--- src/rtl/nanp_pkg.sv ---
package nanp_pkg;
    localparam int WORD_W = 32;
    localparam int EXP_W  = 8;
    localparam int FRAC_W = 23;
    localparam int QBIT   = FRAC_W - 1;
    localparam int EXP_LO = FRAC_W;
    localparam int EXP_HI = FRAC_W + EXP_W - 1;

    typedef enum logic {
        CONV_STACK  = 1'b0,
        CONV_VECTOR = 1'b1
    } conv_e;

    typedef struct packed {
        logic is_nan;
        logic is_snan;
    } nan_class_t;
endpackage

--- src/rtl/nanp_classify.sv ---
module nanp_classify
    import nanp_pkg::*;
(
    input  logic [WORD_W-1:0] word,
    output nan_class_t        cls,
    output logic [WORD_W-1:0] quieted
);
    logic exp_ones;
    logic frac_nz;

    always_comb begin
        exp_ones    = &word[EXP_HI:EXP_LO];
        frac_nz     = |word[FRAC_W-1:0];
        cls.is_nan  = exp_ones && frac_nz;
        cls.is_snan = exp_ones && frac_nz && !word[QBIT];
        quieted     = word;
        quieted[QBIT] = 1'b1;
    end
endmodule

--- src/rtl/nanp_pick.sv ---
module nanp_pick
    import nanp_pkg::*;
(
    input  nan_class_t        cls_a,
    input  nan_class_t        cls_b,
    input  logic [FRAC_W-1:0] frac_a,
    input  logic [FRAC_W-1:0] frac_b,
    input  conv_e             conv,
    input  logic              unary,
    output logic              hit,
    output logic              take_b,
    output logic              inv
);
    logic b_nan;
    logic b_snan;
    logic b_larger;

    always_comb begin
        b_nan    = cls_b.is_nan && !unary;
        b_snan   = cls_b.is_snan && !unary;
        b_larger = frac_b > frac_a;
        hit      = cls_a.is_nan || b_nan;
        inv      = cls_a.is_snan || b_snan;
        take_b   = 1'b0;
        if (b_nan) begin
            if (!cls_a.is_nan) begin
                take_b = 1'b1;
            end else begin
                unique case (conv)
                    CONV_VECTOR: take_b = 1'b0;
                    CONV_STACK: begin
                        if (cls_a.is_snan != cls_b.is_snan)
                            take_b = cls_a.is_snan;
                        else
                            take_b = b_larger;
                    end
                    default: take_b = 1'b0;
                endcase
            end
        end
    end
endmodule

--- src/rtl/nan_prop_select.sv ---
module nan_prop_select
    import nanp_pkg::*;
#(
    parameter bit REG_OUT = 1'b1
) (
    input  logic              clk,
    input  logic              rst_n,
    input  logic              conv_mode,
    input  logic              unary,
    input  logic [WORD_W-1:0] opa,
    input  logic [WORD_W-1:0] opb,
    output logic              nan_out,
    output logic [WORD_W-1:0] nan_res,
    output logic              invalid
);
    nan_class_t        cls_a;
    nan_class_t        cls_b;
    logic [WORD_W-1:0] q_a;
    logic [WORD_W-1:0] q_b;
    logic              hit;
    logic              take_b;
    logic              inv;
    logic [WORD_W-1:0] res_c;
    conv_e             conv;

    assign conv = conv_e'(conv_mode);

    nanp_classify u_cls_a (.word(opa), .cls(cls_a), .quieted(q_a));
    nanp_classify u_cls_b (.word(opb), .cls(cls_b), .quieted(q_b));

    nanp_pick u_pick (
        .cls_a (cls_a),
        .cls_b (cls_b),
        .frac_a(opa[FRAC_W-1:0]),
        .frac_b(opb[FRAC_W-1:0]),
        .conv  (conv),
        .unary (unary),
        .hit   (hit),
        .take_b(take_b),
        .inv   (inv)
    );

    always_comb begin
        if (!hit)
            res_c = '0;
        else if (take_b)
            res_c = q_b;
        else
            res_c = q_a;
    end

    generate
        if (REG_OUT) begin : g_reg
            always_ff @(posedge clk or negedge rst_n) begin
                if (!rst_n) begin
                    nan_out <= 1'b0;
                    nan_res <= '0;
                    invalid <= 1'b0;
                end else begin
                    nan_out <= hit;
                    nan_res <= res_c;
                    invalid <= inv;
                end
            end
        end else begin : g_comb
            always_comb begin
                nan_out = hit && rst_n;
                nan_res = rst_n ? res_c : '0;
                invalid = inv && rst_n;
            end
        end
    endgenerate
endmodule

--- config.mk ---
export PLATFORM = sky130hd
export DESIGN_NAME = nan_prop_select
export DESIGN_NICKNAME = d
export VERILOG_FILES = /design/src/rtl/nanp_pkg.sv /design/src/rtl/nanp_classify.sv /design/src/rtl/nanp_pick.sv /design/src/rtl/nan_prop_select.sv
export SDC_FILE = /design/constraint.sdc
export NUM_CORES = 1
export LEC_CHECK = 0
export ABC_AREA = 1
export BUFFER_PORTS_ARGS = -buffer_cell sky130_fd_sc_hd__buf_4
export CELL_PAD_IN_SITES_DETAIL_PLACEMENT = 0
export CELL_PAD_IN_SITES_GLOBAL_PLACEMENT = 1
export CORE_MARGIN = 4
export CORE_UTILIZATION = 38
export DETAILED_ROUTE_END_ITERATION = 6
export PLACE_DENSITY_LB_ADDON = 0.1
export SLEW_MARGIN = 20
export SYNTH_ARGS = -nofsm -noshare
export SYNTH_HDL_FRONTEND = slang
export SYNTH_HIERARCHICAL = 1
export SYNTH_SLANG_ARGS = --single-unit
--- constraint.sdc ---
create_clock -name clk -period 1 [get_ports clk]
set_clock_uncertainty 0.2 [all_clocks]
set_input_delay 0.05 -clock clk [delete_from_list [all_inputs] [get_ports clk]]
set_output_delay 0.05 -clock clk [all_outputs]
set_load 0.01 [all_outputs]
==> summary.md, run 1 <==
| Metric | Value |
|---|---|
| Hold Path End | nan_res[6]$_DFF_PN0_ |
| Worst Hold Class | input port to flip-flop |
| Hold WS | -0.0951 ns |
| GRT Overall Usage | between 10% and 20% |
| Post-Syn Instances | 454 |
| Unique masters post-synth | 20 |
| Sequential area share after synthesis | 28.3% |
| Setup WS pre-CTS | -1.12 ns |
| Synth area leaders | dfrtp_1, buf_4, nand2_1, nor2_1, ha_1 |
| Power per cell area | 672 nW/um^2 |
| CP endpoint kind | flip-flop |
| Status | finished, violations left |
| CP Launch Point | opb[15] |
| Port Buffers | approximately 100 |
| Core area | between 7000 and 8000 um^2 |
| Largest net degree at the start of global routing | 35 |
| Crit path arrival time | between 1.5 and 2 ns |
| Maximum capacitance violations | 0 |
| Multi-input logic area | just under 2000 um^2 |
| Area share of the largest cell type after synthesis | between 20 and 30% |
| Diode count | 0 |
| Fin Setup TNS | -25.21 ns |
| DRC errors left | 0 |
| Reg clk slew, reported paths | 0.07 ns |
| CTS Hold Buffers Added | 61 |
| Yosys warns | 6 |
| Initial antenna violation count | 0 |
| Iter 0 DRT Violations | 42 |
| First-pass GRT wire length | between 10,000 and 15,000 um |
| Final worst setup slack | -0.787 ns |
| Static Leak | roughly 2.7 nW |
| Wire per inst | between 10 and 15 um |
| HPWL Detailed | about 5500 um |
| Die H | 96.9 um |
| Vias in the first global route | just over 3,000 |
| Max Slew Vio Count | 0 |
| Via-to-Cell Ratio | about 4.4 |
| Die area | about 9400 um^2 |
| Hold Crit Start | opa[6] |
| Die width | 96.9 um |
| Hold Violations, Final | 2 |
| Total CTS buffers | 5 |
| DR pass1 iterations | 6 |
| CTS tree | yes |
| Period minus WS final | around 1.8 ns |
| #FFs+latches synth | 34 |
| Remaining global-route overflow | 0 |
| Max Fclk | roughly 560 MHz |
| Failing checks | hold timing, setup timing |
| Hold depth | 4 |
| I/O pin count | roughly 100 |
| CP Max Fanout | 6 |
| Period utilization | 179% |
| Unrepaired setup endpoints after global routing | yes |
| Routed wire length | 9460 um |
| Largest area contributor in the netlist | dfrtp_1 |
| Max VDD drop | 0.000495 V |
| Initial Util | between 30% and 40% |
| Clk root buf | clkbuf_8 |
| Row count | 32 |
| Final ANT Viol Nets | 0 |
| Crit Path Category | input port to flip-flop |
| # setup viols final | approximately 70 |
| Register area | around 850 um^2 |
| Clk sink count | 34 |
| H-tree depth | 2 |
| Synth Cell Area | about 3000 um^2 |
| Clk buf depth | 2 |
| Required time of the critical path | 0.98 ns |
| GPL Wtd Cong | approximately 0.80 |
| # fillers | around 590 |
| Fin cells | between 600 and 700 |
| Routed via count | 3,063 |
| Layout Nets | around 680 |
| Avg Cell Area, Syn | about 6.6 um^2 |
| Layout cell share with drive strength beyond 1 | between 50% and 60% |
| Syn_nets | 545 |
| Placed Cells | ~600 |
| Area Overhead vs Synth | 84.7% |
| Setup crit start kind | input port |
==> worst max-delay path, cell delays in order <==
cell,delay [ns]
buf_4,0.13
ha_4,0.26
nand2_2,0.06
nor2_4,0.12
nand2_2,0.08
nor2_2,0.10
nand2_1,0.06
nand3_2,0.05
nand2_1,0.05
nand2_1,0.06
nand2_2,0.07
a21oi_4,0.19
buf_6,0.18
clkbuf_16,0.17
nand2_1,0.05
nand2_1,0.05
nor2_1,0.04
==> kinds of logic after synthesis <==
| group | share of synthesized area (%) |
|---|---|
| buffers and inverters | 28.4 |
| AO/OA/AOI/OAI | 1.96 |
| other | 0.250 |
| AND/OR/NAND/NOR | 31.5 |
| adder cells (fa/ha/maj) | 9.58 |
| flip-flops | 28.3 |
==> cell type report <==
| type | instances | share of cell area (%) |
|---|---|---|
| clock buffers | 7 | 1.56 |
| clock inverters | 1 | 0.0903 |
| inverters | 74 | 5.55 |
| multi-input cells | 272 | 35.1 |
| flip-flops and latches | 34 | 15.3 |
| well taps | 102 | 2.30 |
| repair buffers | 206 | 40.1 |
==> synthesized netlist by cell type (all sizes together) <==
cell    instances
nand2         120
nor2          106
buf            74
inv            74
dfrtp          34
ha             23
a21oi           8
nand3           5
nand4           4
conb            2
nand3b          2
a21o            1
o21bai          1
==> worst max-delay path by stage <==
stage                     cells after the start                     to
final                                        17  nan_res[26]$_DFF_PN0_
after detailed placement                     16   nan_res[7]$_DFF_PN0_
after global routing                         18   nan_res[5]$_DFF_PN0_
after global placement                       16  nan_res[10]$_DFF_PN0_
after floorplan                              17  nan_res[23]$_DFF_PN0_
after CTS                                    17   nan_res[6]$_DFF_PN0_
==> layer usage <==
metal  vias to the layer above  GRT usage, %  share of wire [%]
li1                       1553             -                  -
met1                      1409          22.5                 40
met2                        90          35.2                 54
met3                        11          3.75                4.8
met4                         0          4.54                1.6
met5                         -             0                  0
==> power by group <==
part | switching (W) | internal (W)
clock network | 0.000530 | 0.000557
registers | 0.00000189 | 0.00138
logic | 0.000551 | 0.000708
==> what timing repair did <==
| item | CTS | global route |
|---|---|---|
| cloned | 7 | 2 |
| endpoints found under the setup margin | 68 | 68 |
| pin swaps | 14 | 32 |
| buffers inserted | 8 | 2 |
| resized for setup | 153 | 82 |
| endpoints found under the hold margin | 66 | 2 |
==> through the flow <==
stage	cell area, um^2	hold WS, ns	power [W]	utilization [%]
floorplan	3200	-0.446	0.00195	-
global placement	3740	-0.163	0.00222	48.7
detailed placement	3740	-0.159	0.00222	48.7
finish	5550	-0.0951	0.00373	72.1
global route	5550	-0.0722	0.00394	72.1
CTS	5180	-0.101	0.00364	67.4
==> cells in the final DEF (no fill, tap or decap), types with 3 or more instances in the layout <==
master / count
inv_4: 5
nor2_2: 37
inv_1: 53
buf_16: 7
a21oi_1: 5
nand4_1: 4
nor2_1: 54
ha_4: 18
dfrtp_1: 34
ha_1: 5
nand2_4: 12
nor2_4: 15
buf_8: 5
nand3_1: 3
inv_2: 13
buf_4: 55
clkbuf_8: 6
nand2_1: 61
buf_6: 73
nand2_2: 46
buf_12: 3
dlygate4sd3_1: 61
==> state kept, by name (all words and copies together), names as in the netlist <==
register / cells
invalid: 1
nan_out: 1
nan_res: 32
(Power assumes the default switching activity.)
==> run 2: changes to the inputs <==
--- a/config.mk
+++ b/config.mk
@@ -10,9 +10,10 @@
 export CELL_PAD_IN_SITES_DETAIL_PLACEMENT = 0
 export CELL_PAD_IN_SITES_GLOBAL_PLACEMENT = 1
 export CORE_MARGIN = 4
-export CORE_UTILIZATION = 38
+export CORE_UTILIZATION = 35
 export DETAILED_ROUTE_END_ITERATION = 6
 export PLACE_DENSITY_LB_ADDON = 0.1
+export SKIP_CTS_REPAIR_TIMING = 1
 export SLEW_MARGIN = 20
 export SYNTH_ARGS = -nofsm -noshare
 export SYNTH_HDL_FRONTEND = slang
==> constraint.sdc (replaced) <==
create_clock -name clk -period 1.9 [get_ports clk]
set_clock_uncertainty 0.2 [all_clocks]
set_input_delay 0.095 -clock clk [delete_from_list [all_inputs] [get_ports clk]]
set_output_delay 0.095 -clock clk [all_outputs]
set_load 0.01 [all_outputs]
==> summary.md, run 2 (same netlist as run 1, synthesis figures left out) <==
| Metric | Value |
|---|---|
| Final ANT Viol Nets | 0 |
| DR pass1 iterations | 4 |
| Largest register FFs | 32 |
| Power per cell area | roughly 400 nW/um^2 |
| Diode count | 0 |
| DRC errors left | 0 |
| CP endpoint kind | flip-flop |
| Most common cell after layout, fill and taps aside | buf_4 |
| Reg clk slew, reported paths | around 0.07 ns |
| H-tree depth | 2 |
| Remaining global-route overflow | 0 |
| Maximum capacitance violations | 0 |
| Hold Crit Start | opa[4] |
| Setup crit start kind | input port |
| Die area | just over 10,000 um^2 |
| Max VDD drop | ~0.00028 V |
| CP Launch Point | opa[16] |
| Required time of the critical path | between 1.5 and 2 ns |
| Layout cell share with drive strength beyond 1 | 46.0% |
| Total CTS buffers | 5 |
| Register bank with the most flops | nan_res |
| Clk buf depth | 2 |
| Switching share of total power | between 20% and 30% |
| Max Slew Vio Count | 0 |
| Crit Path Category | input port to flip-flop |
| Port Buffers | ~100 |
| HPWL Detailed | 5630 um |
| Status | finished, violations left |
| GPL Wtd Cong | roughly 0.8 |
| Registers with the most flip-flops | nan_res x32, invalid x1, nan_out x1 |
| Most frequent cells in the layout | buf_4, nand2_1, nor2_1 |
| Iter 0 DRT Violations | approximately 70 |
| CTS tree | yes |
| Most common cell on crit path | nand2_2 |
| Multi-input logic area | around 1900 um^2 |
| Util after Layout | approximately three fifths |
| Clk sink count | 34 |
| CP Max Fanout | 7 |
| Crit path cell chain | buf_4 > inv_2 > ha_4 > nand2_4 > nor2_4 > nand2_2 > nor2_2 > nand2_1 > nand3_2 > nand2_1 > nand2_1 > nand2_2 > a21oi_4 > buf_6 > clkbuf_16 > nand2_2 > nand2_2 > nor2_1 |
| First-pass GRT wire length | 11,200 um |
| Crit path arrival time | roughly 1.8 ns |
| Worst Hold Class | input port to flip-flop |
| Routed wire length | ~9000 um |
| Setup WS pre-CTS | -0.252 ns |
| Combinational share of power | between 30% and 40% |
| Critical Path Slowest Stage Cell | ha_4 |
| Die H | 101 um |
| Largest net degree at the start of global routing | 37 |
| Clock power share | about a third |
| Final worst setup slack | 0.0547 ns |
| Initial Util | roughly 36% |
| Worst path max stage delay | between 0.2 and 0.3 ns |
| # setup viols final | 0 |
| Layout Nets | 683 |
| Hold Violations, Final | 4 |
| Initial antenna violation count | 0 |
| Failing checks | hold timing |
| Die width | around 100 um |
| NetSw | approximately 0.00056 W |
| Row count | 33 |
| Routed via count | approximately 3,000 |
| # fillers | 760 |
| Core area | roughly 8300 um^2 |
| Hold WS | -0.0453 ns |
| Via-to-Cell Ratio | roughly 4.3 |
| Clk root buf | clkbuf_8 |
| Static Leak | between 2 and 3 nW |
| Register area | roughly 850 um^2 |
| Sequential fraction of design power | 35.3% |
| Area Overhead vs Synth | 70.5% |
| Int Power | 0.00150 W |
| GRT Overall Usage | 13.9% |
| Unrepaired setup endpoints after global routing | yes |
| I/O pin count | 102 |
| Wire per inst | around 13 um |
| Max Fclk | 542 MHz |
| Period utilization | between 90% and 100% |
| Vias in the first global route | 2,416 |
| Period minus WS final | around 1.8 ns |
==> run 2: metrics by stage <==
step | area (um^2) | hold slack, ns | TNS (ns) | total power [W] | std cells
3_5_place_dp | 3610 | -0.109 | -7.23 | 0.00113 | 620
2_1_floorplan | 3000 | -0.401 | 0 | 0.000991 | 454
6_report | 5120 | -0.0453 | 0 | 0.00206 | 698
5_1_grt | 5120 | -0.0125 | -0.586 | 0.00219 | 698
3_3_place_gp | 3610 | -0.110 | -6.54 | 0.00113 | 620
4_1_cts | 3710 | -0.425 | 0 | 0.00182 | 628
==> run 2: area by class of cell <==
cell class	count	area share [%]
clock buffer	7	1.49
clock inverter	1	0.586
inverter	74	5.62
multi-input combinational	272	36.6
sequential	34	16.6
tap	105	2.57
timing repair buffer	205	36.5
==> run 2: worst max-delay path, delay by kind of cell <==
kind	cells	cell delay, ns
AND/OR/NAND/NOR	12	0.77
AO/OA/AOI/OAI	1	0.21
buffers and inverters	4	0.47
adder cells (fa/ha/maj)	1	0.27
==> run 2: power groups by stage <==
stage	combinational, W	sequential, W	clock [W]
finish	0.000668	0.000726	0.000664
global placement	0.000392	0.000740	0
global route	0.000740	0.000726	0.000725
floorplan	0.000250	0.000741	0
CTS	0.000396	0.000726	0.000694
detailed placement	0.000393	0.000740	0
==> run 2: path summary, 6_finish.rpt <==
path | end | slack [ns] | cells after the start
min in group asynchronous | nan_res[15]$_DFF_PN0_ | 0.11 | 2
max | nan_res[14]$_DFF_PN0_ | 0.05 | 18
min | nan_res[4]$_DFF_PN0_ | -0.05 | 4
max in group asynchronous | nan_res[25]$_DFF_PN0_ | 1.06 | 2
==> run 2: layer usage <==
| metal | vias up | wire [um] | GRT usage [%] |
|---|---|---|---|
| li1 | 1541 | - | - |
| met1 | 1378 | 4000 | 18.6 |
| met2 | 66 | 4480 | 22.3 |
| met3 | 6 | 443 | 3.18 |
| met4 | 0 | 78 | 3.94 |
| met5 | - | 0 | 0 |
